===== src/rtl/baud_meter_pkg.sv =====
package baud_meter_pkg;
  typedef enum logic [1:0] {
    ST_ARMED = 2'd0,
    ST_RUN   = 2'd1,
    ST_DONE  = 2'd2,
    ST_TOUT  = 2'd3
  } meter_state_e;
endpackage


===== src/rtl/bm_rx_sync.sv =====
module bm_rx_sync #(
  parameter int STAGES = 2
) (
  input  logic clk_i,
  input  logic rst_ni,
  input  logic rx_i,
  output logic rise_o,
  output logic fall_o
);
  logic [STAGES-1:0] sync_q;
  logic              prev_q;

  always_ff @(posedge clk_i or negedge rst_ni) begin
    if (!rst_ni) sync_q[0] <= 1'b1;
    else         sync_q[0] <= rx_i;
  end

  for (genvar g = 1; g < STAGES; g++) begin : g_stage
    always_ff @(posedge clk_i or negedge rst_ni) begin
      if (!rst_ni) sync_q[g] <= 1'b1;
      else         sync_q[g] <= sync_q[g-1];
    end
  end

  always_ff @(posedge clk_i or negedge rst_ni) begin
    if (!rst_ni) prev_q <= 1'b1;
    else         prev_q <= sync_q[STAGES-1];
  end

  assign rise_o = sync_q[STAGES-1] & ~prev_q;
  assign fall_o = ~sync_q[STAGES-1] & prev_q;
endmodule


===== src/rtl/bm_edge_index.sv =====
module bm_edge_index #(
  parameter int IDX_W = 4
) (
  input  logic             clk_i,
  input  logic             rst_ni,
  input  logic             en_i,
  input  logic             rise_i,
  input  logic             fall_i,
  output logic             edge_o,
  output logic [IDX_W-1:0] idx_o
);
  localparam logic [IDX_W-1:0] IDX_MAX = '1;
  localparam logic [IDX_W-1:0] IDX_ONE = IDX_W'(1);

  logic             started_q;
  logic [IDX_W-1:0] next_q;

  // before the first falling edge only a falling edge counts
  assign edge_o = started_q ? (rise_i | fall_i) : fall_i;
  assign idx_o  = started_q ? next_q : '0;

  always_ff @(posedge clk_i or negedge rst_ni) begin
    if (!rst_ni) begin
      started_q <= 1'b0;
      next_q    <= '0;
    end else if (!en_i) begin
      started_q <= 1'b0;
      next_q    <= '0;
    end else if (edge_o) begin
      started_q <= 1'b1;
      next_q    <= (idx_o == IDX_MAX) ? IDX_MAX : idx_o + IDX_ONE;
    end
  end
endmodule


===== src/rtl/bm_span_counter.sv =====
module bm_span_counter
  import baud_meter_pkg::*;
#(
  parameter int CNT_W   = 20,
  parameter int START_W = 3,
  parameter int STOP_W  = 4
) (
  input  logic               clk_i,
  input  logic               rst_ni,
  input  logic               en_i,
  input  logic               edge_i,
  input  logic [STOP_W-1:0]  idx_i,
  input  logic [START_W-1:0] start_idx_i,
  input  logic [STOP_W-1:0]  stop_idx_i,
  output logic [CNT_W-1:0]   count_o,
  output logic               done_o,
  output logic               timeout_o
);
  localparam logic [CNT_W-1:0] CNT_MAX = '1;
  localparam logic [CNT_W-1:0] CNT_ONE = CNT_W'(1);

  meter_state_e      state_q;
  logic [CNT_W-1:0]  cnt_q;
  logic              done_q;
  logic              tout_q;
  logic [STOP_W-1:0] start_ext;
  logic              hit_start;
  logic              hit_stop;

  assign start_ext = {{(STOP_W-START_W){1'b0}}, start_idx_i};
  assign hit_start = edge_i && (idx_i == start_ext);
  assign hit_stop  = edge_i && (idx_i == stop_idx_i);

  always_ff @(posedge clk_i or negedge rst_ni) begin
    if (!rst_ni) begin
      state_q <= ST_ARMED;
      cnt_q   <= '0;
      done_q  <= 1'b0;
      tout_q  <= 1'b0;
    end else begin
      done_q <= 1'b0;
      tout_q <= 1'b0;
      if (!en_i) begin
        state_q <= ST_ARMED;
        cnt_q   <= '0;
      end else begin
        unique case (state_q)
          ST_ARMED: if (hit_start) begin
            state_q <= ST_RUN;
            cnt_q   <= '0;
          end
          ST_RUN: begin
            if (cnt_q == CNT_MAX) begin
              state_q <= ST_TOUT;
              tout_q  <= 1'b1;
            end else begin
              cnt_q <= cnt_q + CNT_ONE;
              if (hit_stop) begin
                state_q <= ST_DONE;
                done_q  <= 1'b1;
              end
            end
          end
          default: ;  // result held until disable
        endcase
      end
    end
  end

  assign count_o   = cnt_q;
  assign done_o    = done_q;
  assign timeout_o = tout_q;
endmodule


===== src/rtl/baud_edge_meter.sv =====
module baud_edge_meter #(
  parameter int CNT_W       = 20,
  parameter int START_W     = 3,
  parameter int STOP_W      = 4,
  parameter int SYNC_STAGES = 2
) (
  input  logic               clk_i,
  input  logic               rst_ni,
  input  logic               en_i,
  input  logic [START_W-1:0] start_idx_i,
  input  logic [STOP_W-1:0]  stop_idx_i,
  input  logic               rx_i,
  output logic [CNT_W-1:0]   count_o,
  output logic               done_o,
  output logic               timeout_o
);
  logic              rise;
  logic              fall;
  logic              edge_v;
  logic [STOP_W-1:0] edge_idx;

  bm_rx_sync #(.STAGES(SYNC_STAGES)) u_sync (
    .clk_i  (clk_i),
    .rst_ni (rst_ni),
    .rx_i   (rx_i),
    .rise_o (rise),
    .fall_o (fall)
  );

  bm_edge_index #(.IDX_W(STOP_W)) u_index (
    .clk_i  (clk_i),
    .rst_ni (rst_ni),
    .en_i   (en_i),
    .rise_i (rise),
    .fall_i (fall),
    .edge_o (edge_v),
    .idx_o  (edge_idx)
  );

  bm_span_counter #(
    .CNT_W   (CNT_W),
    .START_W (START_W),
    .STOP_W  (STOP_W)
  ) u_span (
    .clk_i       (clk_i),
    .rst_ni      (rst_ni),
    .en_i        (en_i),
    .edge_i      (edge_v),
    .idx_i       (edge_idx),
    .start_idx_i (start_idx_i),
    .stop_idx_i  (stop_idx_i),
    .count_o     (count_o),
    .done_o      (done_o),
    .timeout_o   (timeout_o)
  );
endmodule


===== config.mk =====
export PLATFORM = sky130hd
export DESIGN_NAME = baud_edge_meter
export DESIGN_NICKNAME = d
export VERILOG_FILES = /design/src/rtl/baud_meter_pkg.sv /design/src/rtl/bm_rx_sync.sv /design/src/rtl/bm_edge_index.sv /design/src/rtl/bm_span_counter.sv /design/src/rtl/baud_edge_meter.sv
export SDC_FILE = /design/constraint.sdc
export NUM_CORES = 1
export LEC_CHECK = 0
export ABC_AREA = 1
export BUFFER_PORTS_ARGS = -buffer_cell sky130_fd_sc_hd__buf_2
export CORE_MARGIN = 2
export CORE_UTILIZATION = 56
export DETAILED_ROUTE_END_ITERATION = 6
export GPL_ROUTABILITY_DRIVEN = 0
export PLACE_DENSITY = 0.91
export REMOVE_ABC_BUFFERS = 1
export SYNTH_ARGS = -nofsm -noshare
export SYNTH_HDL_FRONTEND = slang
export SYNTH_SLANG_ARGS = --single-unit

===== constraint.sdc =====
create_clock -name clk_i -period 2.1 [get_ports clk_i]
set_input_delay 0.315 -clock clk_i [delete_from_list [all_inputs] [get_ports clk_i]]
set_output_delay 0.315 -clock clk_i [all_outputs]
set_load 0.03 [all_outputs]

==> impl_summary.txt, run 1 <==
----------------------------------------------------
[Worst setup path]
  Peak per-stage delay on the critical path ... 0.54 ns
  R2R cell count ... 10
  Cell-by-cell listing of the critical path ... inv_1, ha_1, nand2_1, nand3_1, nor2_1, nand2_1, nand2_2, nand3_4, inv_2, o21ai_0
  Number of cells on the critical path ... 10
  Startpoint Class ... register
  Type of the worst setup path ... register to register
  Biggest fanout along the worst timing path ... 22
  Most common cell on crit path ... nand2_1
  Buffers & Inverters on Critical Path ... 2
  Endpoint class of the critical path ... register
  Data required time at the worst endpoint ... 2.34 ns
  Cell family with the largest share of critical-path delay ... simple AND/OR/NAND/NOR gates
  Critical path arrival ... 2.14 ns
  Slowest stage cell on the critical path ... dfstp_2

[CTS]
  Clock latency at the later pin of the worst-skew pair ... 0.35 ns
  Num Clock Sinks ... 32
  Total CTS buffers ... 5
  Post_cts resized ... 0
  Clock Pin Slew Worst Setup and Hold Paths ... 0.11 ns
  H-tree levels ... 2
  Root Buffer ... clkbuf_4
  Clock tree from TritonCTS ... done
  Number of buffers on the longest clock path ... 2
  Post-CTS Repair Setup Buffers ... 0
  Number of buffers added to fix hold violations after cts ... 0

[Global routing]
  First-pass GRT wire length ... 8.18 mm
  Number of global-route vias before repair ... 1,905
  Antenna violations before repair ... 0
  Total gr overflow ... 0
  Maximum number of pins on one net before global-route repair ... 33
  Total GRT Usage ... 0.257

[Timing]
  Accumulated negative setup slack ... 0 ns
  Final hold slack ... -0.00856 ns
  Maximum operating frequency ... 0.526 GHz
  Relative slew slack ... 0.541
  Setup repair after global routing missed its margin ... false
  Total of endpoints with negative setup slack in the final report ... 0
  Number of pins exceeding their max-slew limit in the final report ... 0
  Worst-Margin Slew ... 0.689 ns
  Hold violation total from the final report ... 18
  Final setup margin ... 0.199 ns
  Clock tree skew after final layout ... 0.0145 ns
  Share of the clock period used by the worst path after layout ... 0.905
  Final critical path time including I/O delays and setup ... 1.90 ns

[Synthesis]
  Async set-reset flop share out of synthesis ... 1.00
  Post-synth EDFFs ... 0
  Proportion of synthesized chip area in sequential cells ... 0.393
  Number of different library cells in the post-synthesis netlist ... 34
  Mean instance size in the synthesized netlist ... 7.08 um^2
  Synth Instances ... 289
  Number of register bits inferred by synthesis ... 32
  Mapped cell area ... 0.00205 mm^2
  Yosys synthesis warning count ... 0
  Top flip-flop cell by instance count after synthesis ... dfrtp_1

[Floorplanning]
  Floorplan Core Area ... 0.00342 mm^2
  IO Count ... 33
  Initial cell density of the core ... 0.599
  X dimension of the die ... 64.4 um
  Die outline area ... 0.00415 mm^2
  Placement Rows ... 21
  Vert. Die Dim ... 64.4 um

[Detailed routing]
  Average wire per cell in the routed design ... 13.1 um
  ANT nets after route ... 0
  Drt drc ... 0
  Routed Wire Length ... 4.85 mm
  First-pass DRT Iterations ... 5
  Vias after detailed routing ... 2,017
  DRC violation total after the first TritonRoute iteration ... 194
  Vias per inst ... 5.45

[Cells and area]
  Number of standard cells in the final layout excluding fillers ... 370
  Sequential cell area ... 805 um^2
  Multi-input gate area ... 0.00105 mm^2
  Layout overhead on the synthesized area ... 11.9%
  Share of layout cells above drive strength 1 ... 0.188
  Diodes inserted ... 0
  Final net count ... 337
  FILL cells ... 296

[Power and ir drop]
  IR drop worst, VDD ... 0.000503 V
  Power density of the placed cells ... 645 mW/mm^2
  Leakage power ... 1.12 nW
  Overall power after layout ... 1.48 mW

[Place]
  Number of buffer cells added on primary ports ... 32
  Cell count after placement ... 362
  Setup Slack @ Placement ... 0.208 ns
  Detailed-placement wirelength estimate ... 3.58 mm

[Min path]
  Min-Delay Path Class ... input pin to async pin

[Run]
  Number of maximum-capacitance constraint violations ... 0

[Outcome]
  Violated checks ... hold timing
  Run status ... finished with violations

----------------------------------------------------
-- routing by layer --
| metal | global-route usage | wire length, um | vias up |
|---|---|---|---|
| li1 | - | - | 1012 |
| met1 | 0.311 | 2060 | 911 |
| met2 | 0.424 | 2290 | 84 |
| met3 | 0.0816 | 402 | 10 |
| met4 | 0.104 | 87 | 0 |
| met5 | 0 | 0 | - |
-- synth_stat cells, types with 4 or more instances --
master,instances,share of area
a21oi_1,4,0.0098
dfrtp_1,29,0.35
inv_1,35,0.064
nand2_1,83,0.15
nand2_2,5,0.015
nand3_1,22,0.054
nand4_1,15,0.046
nor2_1,29,0.053
nor3_1,7,0.017
o21ai_0,13,0.032
o21ai_1,9,0.022
-- worst reg2reg max path, cell delays in order (launching register included) --
cell     delay, ns
dfstp_2       0.54
inv_1         0.04
ha_1          0.26
nand2_1       0.08
nand3_1       0.09
nor2_1        0.09
nand2_1       0.09
nand2_2       0.12
nand3_4       0.23
inv_2         0.18
o21ai_0       0.09
-- logic make-up (layout without fill, tap and decap cells) --
| kind of cell | count (synthesis) | in the layout | synth area share |
|---|---|---|---|
| AO/OA/AOI/OAI | 35 | 35 | 0.0954 |
| XOR/XNOR | 2 | 2 | 0.00856 |
| adder cells (fa/ha/maj) | 3 | 3 | 0.0184 |
| buffers and inverters | 44 | 79 | 0.0911 |
| flip-flops | 32 | 32 | 0.393 |
| AND/OR/NAND/NOR | 173 | 173 | 0.393 |
-- flip-flops by register name, summed over array words and instances (netlist names) --
signal	cells
u_span.count_o	20
u_index.next_q	4
u_span.state_q	2
u_sync.sync_q	2
u_index.started_q	1
u_span.done_o	1
u_span.timeout_o	1
u_sync.prev_q	1
-- report_power, final --
part           switching [mW]  internal [mW]  leakage [nW]  total [mW]
sequential             0.0413          0.655         0.431       0.696
combinational           0.298         0.0978         0.657       0.396
clock                   0.221          0.164        0.0315       0.384
-- worst paths after layout --
check                                            from                             end  slack (ns)
setup / recovery           u_sync.sync_q[1]$_DFF_PN1_   u_span.count_o[8]$_DFFE_PN0P_        0.20
hold / removal                                 rst_ni  u_span.count_o[15]$_DFFE_PN0P_      -0.009
setup reg to reg           u_sync.sync_q[1]$_DFF_PN1_   u_span.count_o[8]$_DFFE_PN0P_        0.20
hold reg to reg            u_sync.sync_q[1]$_DFF_PN1_         u_sync.prev_q$_DFF_PN1_        0.36
max in group asynchronous                      rst_ni   u_span.count_o[1]$_DFFE_PN0P_        1.65
min in group clk_i                               rx_i      u_sync.sync_q[0]$_DFF_PN1_        0.07
-- layout make-up --
| type | count | share of cell area |
|---|---|---|
| repair buffers | 33 | 0.0732 |
| well taps | 46 | 0.0251 |
| clock inverters | 1 | 0.00328 |
| flip-flops and latches | 32 | 0.351 |
| clock buffers | 7 | 0.0240 |
| inverters | 38 | 0.0623 |
| multi-input cells | 213 | 0.461 |
-- layout by cell type (no fill, tap or decap) --
| cell type | netlist | routed |
|---|---|---|
| o22ai_1 | 2 | 2 |
| o21ai_0 | 13 | 13 |
| or2_1 | 1 | 1 |
| nand4_1 | 15 | 15 |
| clkbuf_1 | 1 | 1 |
| xnor2_1 | 1 | 1 |
| clkbuf_4 | 0 | 5 |
| a21o_1 | 1 | 1 |
| nand3b_1 | 1 | 1 |
| a21oi_1 | 4 | 4 |
| dfrtp_1 | 29 | 29 |
| nor2_1 | 29 | 29 |
| a21boi_0 | 1 | 1 |
| or2_2 | 2 | 2 |
| o31ai_1 | 1 | 1 |
| xor2_1 | 1 | 1 |
| dfstp_2 | 3 | 3 |
| nor3_1 | 7 | 7 |
| ha_1 | 3 | 3 |
| nor4_1 | 1 | 1 |
| nor2_4 | 3 | 3 |
| nand3_4 | 2 | 2 |
| clkbuf_8 | 0 | 1 |
| nor2_2 | 2 | 2 |
| buf_4 | 1 | 1 |
| o21ai_1 | 9 | 9 |
| o21bai_1 | 2 | 2 |
| nand2_2 | 5 | 5 |
| buf_2 | 2 | 32 |
| a21oi_2 | 1 | 1 |
| inv_2 | 3 | 3 |
| inv_1 | 35 | 35 |
| nand3_1 | 22 | 22 |
| clkinvlp_4 | 0 | 1 |
| a31oi_1 | 1 | 1 |
| nand2_1 | 83 | 83 |
-- stage by stage --
| step | area (um^2) | hold WS [ns] | utilization |
|---|---|---|---|
| floorplan | 2000 | 0.0194 | - |
| global placement | 2230 | 0.354 | 0.652 |
| detailed placement | 2230 | 0.348 | 0.652 |
| CTS | 2290 | 0.0125 | 0.670 |
| global route | 2290 | 0.0399 | 0.670 |
| finish | 2290 | -0.00856 | 0.670 |
(Power assumes the default switching activity.)
==> run 2, diff against run 1 <==
- CORE_UTILIZATION: 56 -> 51
- PLACE_DENSITY: 0.91 -> 0.76
- clock period: 2.1 -> 1.6 ns (I/O delays scaled with it)
==> run 2 against run 1 <==
Largest power group is now combinational cells. Core utilization grew 6.8 points. Clock power grew 72%. The flow finishes with violations (setup timing). Sequential power grew 29%. Flip-flop and latch count is the same. Wire length grew 30%.
==> impl_summary.txt, run 2 (synthesized netlist as in run 1, its figures left out) <==
----------------------------------------------------
[Floorplanning]
  Floorplan Core Area ... 0.00394 mm^2 (was 0.00342 mm^2)
  Vert. Die Dim ... 67.3 um (was 64.4 um)
  Die outline area ... 0.00453 mm^2 (was 0.00415 mm^2)
  IO Count ... 33 (unchanged)
  Placement Rows ... 23 (was 21)
  Initial cell density of the core ... 0.519 (was 0.599)
  X dimension of the die ... 67.3 um (was 64.4 um)

[Timing]
  Clock tree skew after final layout ... 0.0105 ns (was 0.0145 ns)
  Number of pins exceeding their max-slew limit in the final report ... 0 (unchanged)
  Maximum operating frequency ... 0.556 GHz (was 0.526 GHz)
  Hold violation total from the final report ... 0 (was 18)
  Total of endpoints with negative setup slack in the final report ... 22 (was 0)
  Share of the clock period used by the worst path after layout ... 1.12 (was 0.905)
  Final setup margin ... -0.200 ns (was 0.199 ns)
  Final hold slack ... 0.0503 ns (was -0.00856 ns)
  Final critical path time including I/O delays and setup ... 1.80 ns (was 1.90 ns)
  Setup repair after global routing missed its margin ... true (was false)
  Worst-Margin Slew ... 0.418 ns (was 0.689 ns)
  Relative slew slack ... 0.721 (was 0.541)

[CTS]
  Root Buffer ... clkbuf_8 (was clkbuf_4)
  Total CTS buffers ... 5 (unchanged)
  Clock Pin Slew Worst Setup and Hold Paths ... 0.06 ns (was 0.11 ns)
  Clock latency at the later pin of the worst-skew pair ... 0.29 ns (was 0.35 ns)
  H-tree levels ... 2 (unchanged)
  Num Clock Sinks ... 32 (unchanged)
  Clock tree from TritonCTS ... done (unchanged)
  Number of buffers on the longest clock path ... 2 (unchanged)

[Global routing]
  Number of global-route vias before repair ... 2,105 (was 1,905)
  Total GRT Usage ... 0.284 (was 0.257)
  Maximum number of pins on one net before global-route repair ... 18 (was 33)
  Antenna violations before repair ... 0 (unchanged)
  Total gr overflow ... 0 (unchanged)
  First-pass GRT wire length ... 9.56 mm (was 8.18 mm)

[Cells and area]
  Number of flip-flops in the largest register ... 20 (unchanged)
  Cell area after layout ... 0.00291 mm^2 (was 0.00229 mm^2)
  Diodes inserted ... 0 (unchanged)
  Multi-input gate area ... 0.00124 mm^2 (was 0.00105 mm^2)
  Share of layout cells above drive strength 1 ... 0.396 (was 0.188)
  Layout overhead on the synthesized area ... 42.2% (was 11.9%)
  Final core area utilization ... 0.738 (was 0.670)
  Final net count ... 379 (was 337)
  Most common cell after layout, fill and taps aside ... nand2_1 (unchanged)
  Top library cells by usage in the layout, fill and taps aside ... 64 x nand2_1, 32 x inv_1, 32 x buf_2, 31 x buf_4, 28 x dfrtp_1 (was 83 x nand2_1, 35 x inv_1, 32 x buf_2, 29 x nor2_1, 29 x dfrtp_1)
  FILL cells ... 265 (was 296)
  Sequential cell area ... 806 um^2 (was 805 um^2)

[Place]
  Placed Area ... 0.00252 mm^2 (was 0.00223 mm^2)
  Setup Slack @ Placement ... -0.162 ns (was 0.208 ns)
  Number of buffer cells added on primary ports ... 32 (unchanged)
  Detailed-placement wirelength estimate ... 4.17 mm (was 3.58 mm)

[Min path]
  Start point of the worst min-delay path ... rx_i
  Hold Path Cell Cnt ... 1
  Endpoint of the worst hold path ... u_sync.sync_q[0]$_DFF_PN1_
  Min-Delay Path Class ... input pin to register (was input pin to async pin)

[Power and ir drop]
  IR drop worst, VDD ... 0.000691 V (was 0.000503 V)
  P_int ... 1.65 mW (was 0.916 mW)
  Overall power after layout ... 2.58 mW (was 1.48 mW)
  Power density of the placed cells ... 888 mW/mm^2 (was 645 mW/mm^2)
  Share of total power in sequential cells ... 0.349 (was 0.471)
  Clock Power Share ... 0.256 (was 0.260)
  Share of power burned in combinational logic ... 0.395 (was 0.268)
  Switching Share ... 0.361 (was 0.379)
  Leakage power ... 1.44 nW (was 1.12 nW)
  Power dissipated by switching net loads ... 0.932 mW (was 0.560 mW)

[Detailed routing]
  Drt drc ... 0 (unchanged)
  Vias per inst ... 5.47 (was 5.45)
  Average wire per cell in the routed design ... 15.1 um (was 13.1 um)
  DRC violation total after the first TritonRoute iteration ... 208 (was 194)
  Top layer reached by signal wires ... met4 (unchanged)
  Met2 wire len ... 3.02 mm (was 2.29 mm)
  Met3 routed wirelength ... 419 um (was 402 um)
  First-pass DRT Iterations ... 4 (was 5)
  Vias after detailed routing ... 2,276 (was 2,017)
  ANT nets after route ... 0 (unchanged)
  Routed Wire Length ... 6.28 mm (was 4.85 mm)
  DRT met1 WL ... 2.65 mm (was 2.06 mm)

[Outcome]
  Violated checks ... setup timing (was hold timing)
  Run status ... finished with violations (unchanged)

[Worst setup path]
  R2R cell count ... 11 (was 10)
  Biggest fanout along the worst timing path ... 7 (was 22)
  Critical path arrival ... 1.97 ns (was 2.14 ns)
  Reg2reg start ... u_sync.sync_q[1]$_DFF_PN1_ (unchanged)
  Type of the worst setup path ... register to register (unchanged)
  Data required time at the worst endpoint ... 1.77 ns (was 2.34 ns)
  Slack of the worst reg-to-reg path ... -0.20 ns (was 0.20 ns)
  Terminus of the critical flop-to-flop path ... u_span.count_o[3]$_DFFE_PN0P_ (was u_span.count_o[8]$_DFFE_PN0P_)
  Beginning of the critical path ... u_sync.sync_q[1]$_DFF_PN1_ (unchanged)
  Endpoint class of the critical path ... register (unchanged)
  Startpoint Class ... register (unchanged)

[Run]
  Number of maximum-capacitance constraint violations ... 0 (unchanged)

----------------------------------------------------
## run 2: worst max-delay path: stages, from the launching register on
cell and delay [ns]:
dfstp_2 0.55, inv_2 0.05, ha_4 0.21, nand2_4 0.06, nand3_2 0.06, nor2_2 0.13, nand2_2 0.07, nand2_2 0.09
nand3_4 0.16, buf_6 0.19, nand2_2 0.06, o21ai_2 0.06
## run 2: through the flow
step / cells / TNS (ns)
after floorplan: 283 / -3.85
after global placement: 400 / -2.04
after detailed placement: 400 / -2.84
after CTS: 410 / -1.70
after global routing: 416 / -4.95
final: 416 / -3.50
## run 2: how the worst max path moves through the flow
stage / slack (ns) / to
2_1_floorplan: -0.24 / u_span.count_o[13]$_DFFE_PN0P_
3_3_place_gp: -0.13 / u_span.count_o[0]$_DFFE_PN0P_
3_5_place_dp: -0.16 / u_span.count_o[19]$_DFFE_PN0P_
4_1_cts: -0.12 / u_span.count_o[6]$_DFFE_PN0P_
5_1_grt: -0.25 / u_span.count_o[15]$_DFFE_PN0P_
6_report: -0.20 / u_span.count_o[3]$_DFFE_PN0P_
## run 2: area by class of cell
type / count / area share
clock buffers: 6 / 0.0284
clock inverters: 2 / 0.00344
inverters: 38 / 0.0508
multi-input cells: 213 / 0.426
flip-flops and latches: 32 / 0.277
well taps: 50 / 0.0215
repair buffers: 75 / 0.193
## run 2: layer usage
metal,GRT usage,up-vias
li1,-,1099
met1,0.381,1069
met2,0.446,92
met3,0.0633,16
met4,0.110,0
met5,0,-
## run 2: repair_timing
item / CTS / global route
resized for setup: 16 / 47
setup buffers: 1 / 8
pin swaps: 0 / 12
endpoints found under the setup margin: 26 / 26
endpoints found under the hold margin: 13 / 0
hold buffers: 1 / 0
cloned: 0 / 1
## run 2: power by group through the flow
stage               Combinational (mW)  Clock, mW  Sequential [mW]
floorplan                        0.321          0            0.953
finish                            1.02      0.661            0.901
CTS                              0.804      0.663            0.901
global placement                 0.756          0            0.912
detailed placement               0.764          0            0.914
global route                      1.09      0.707            0.910
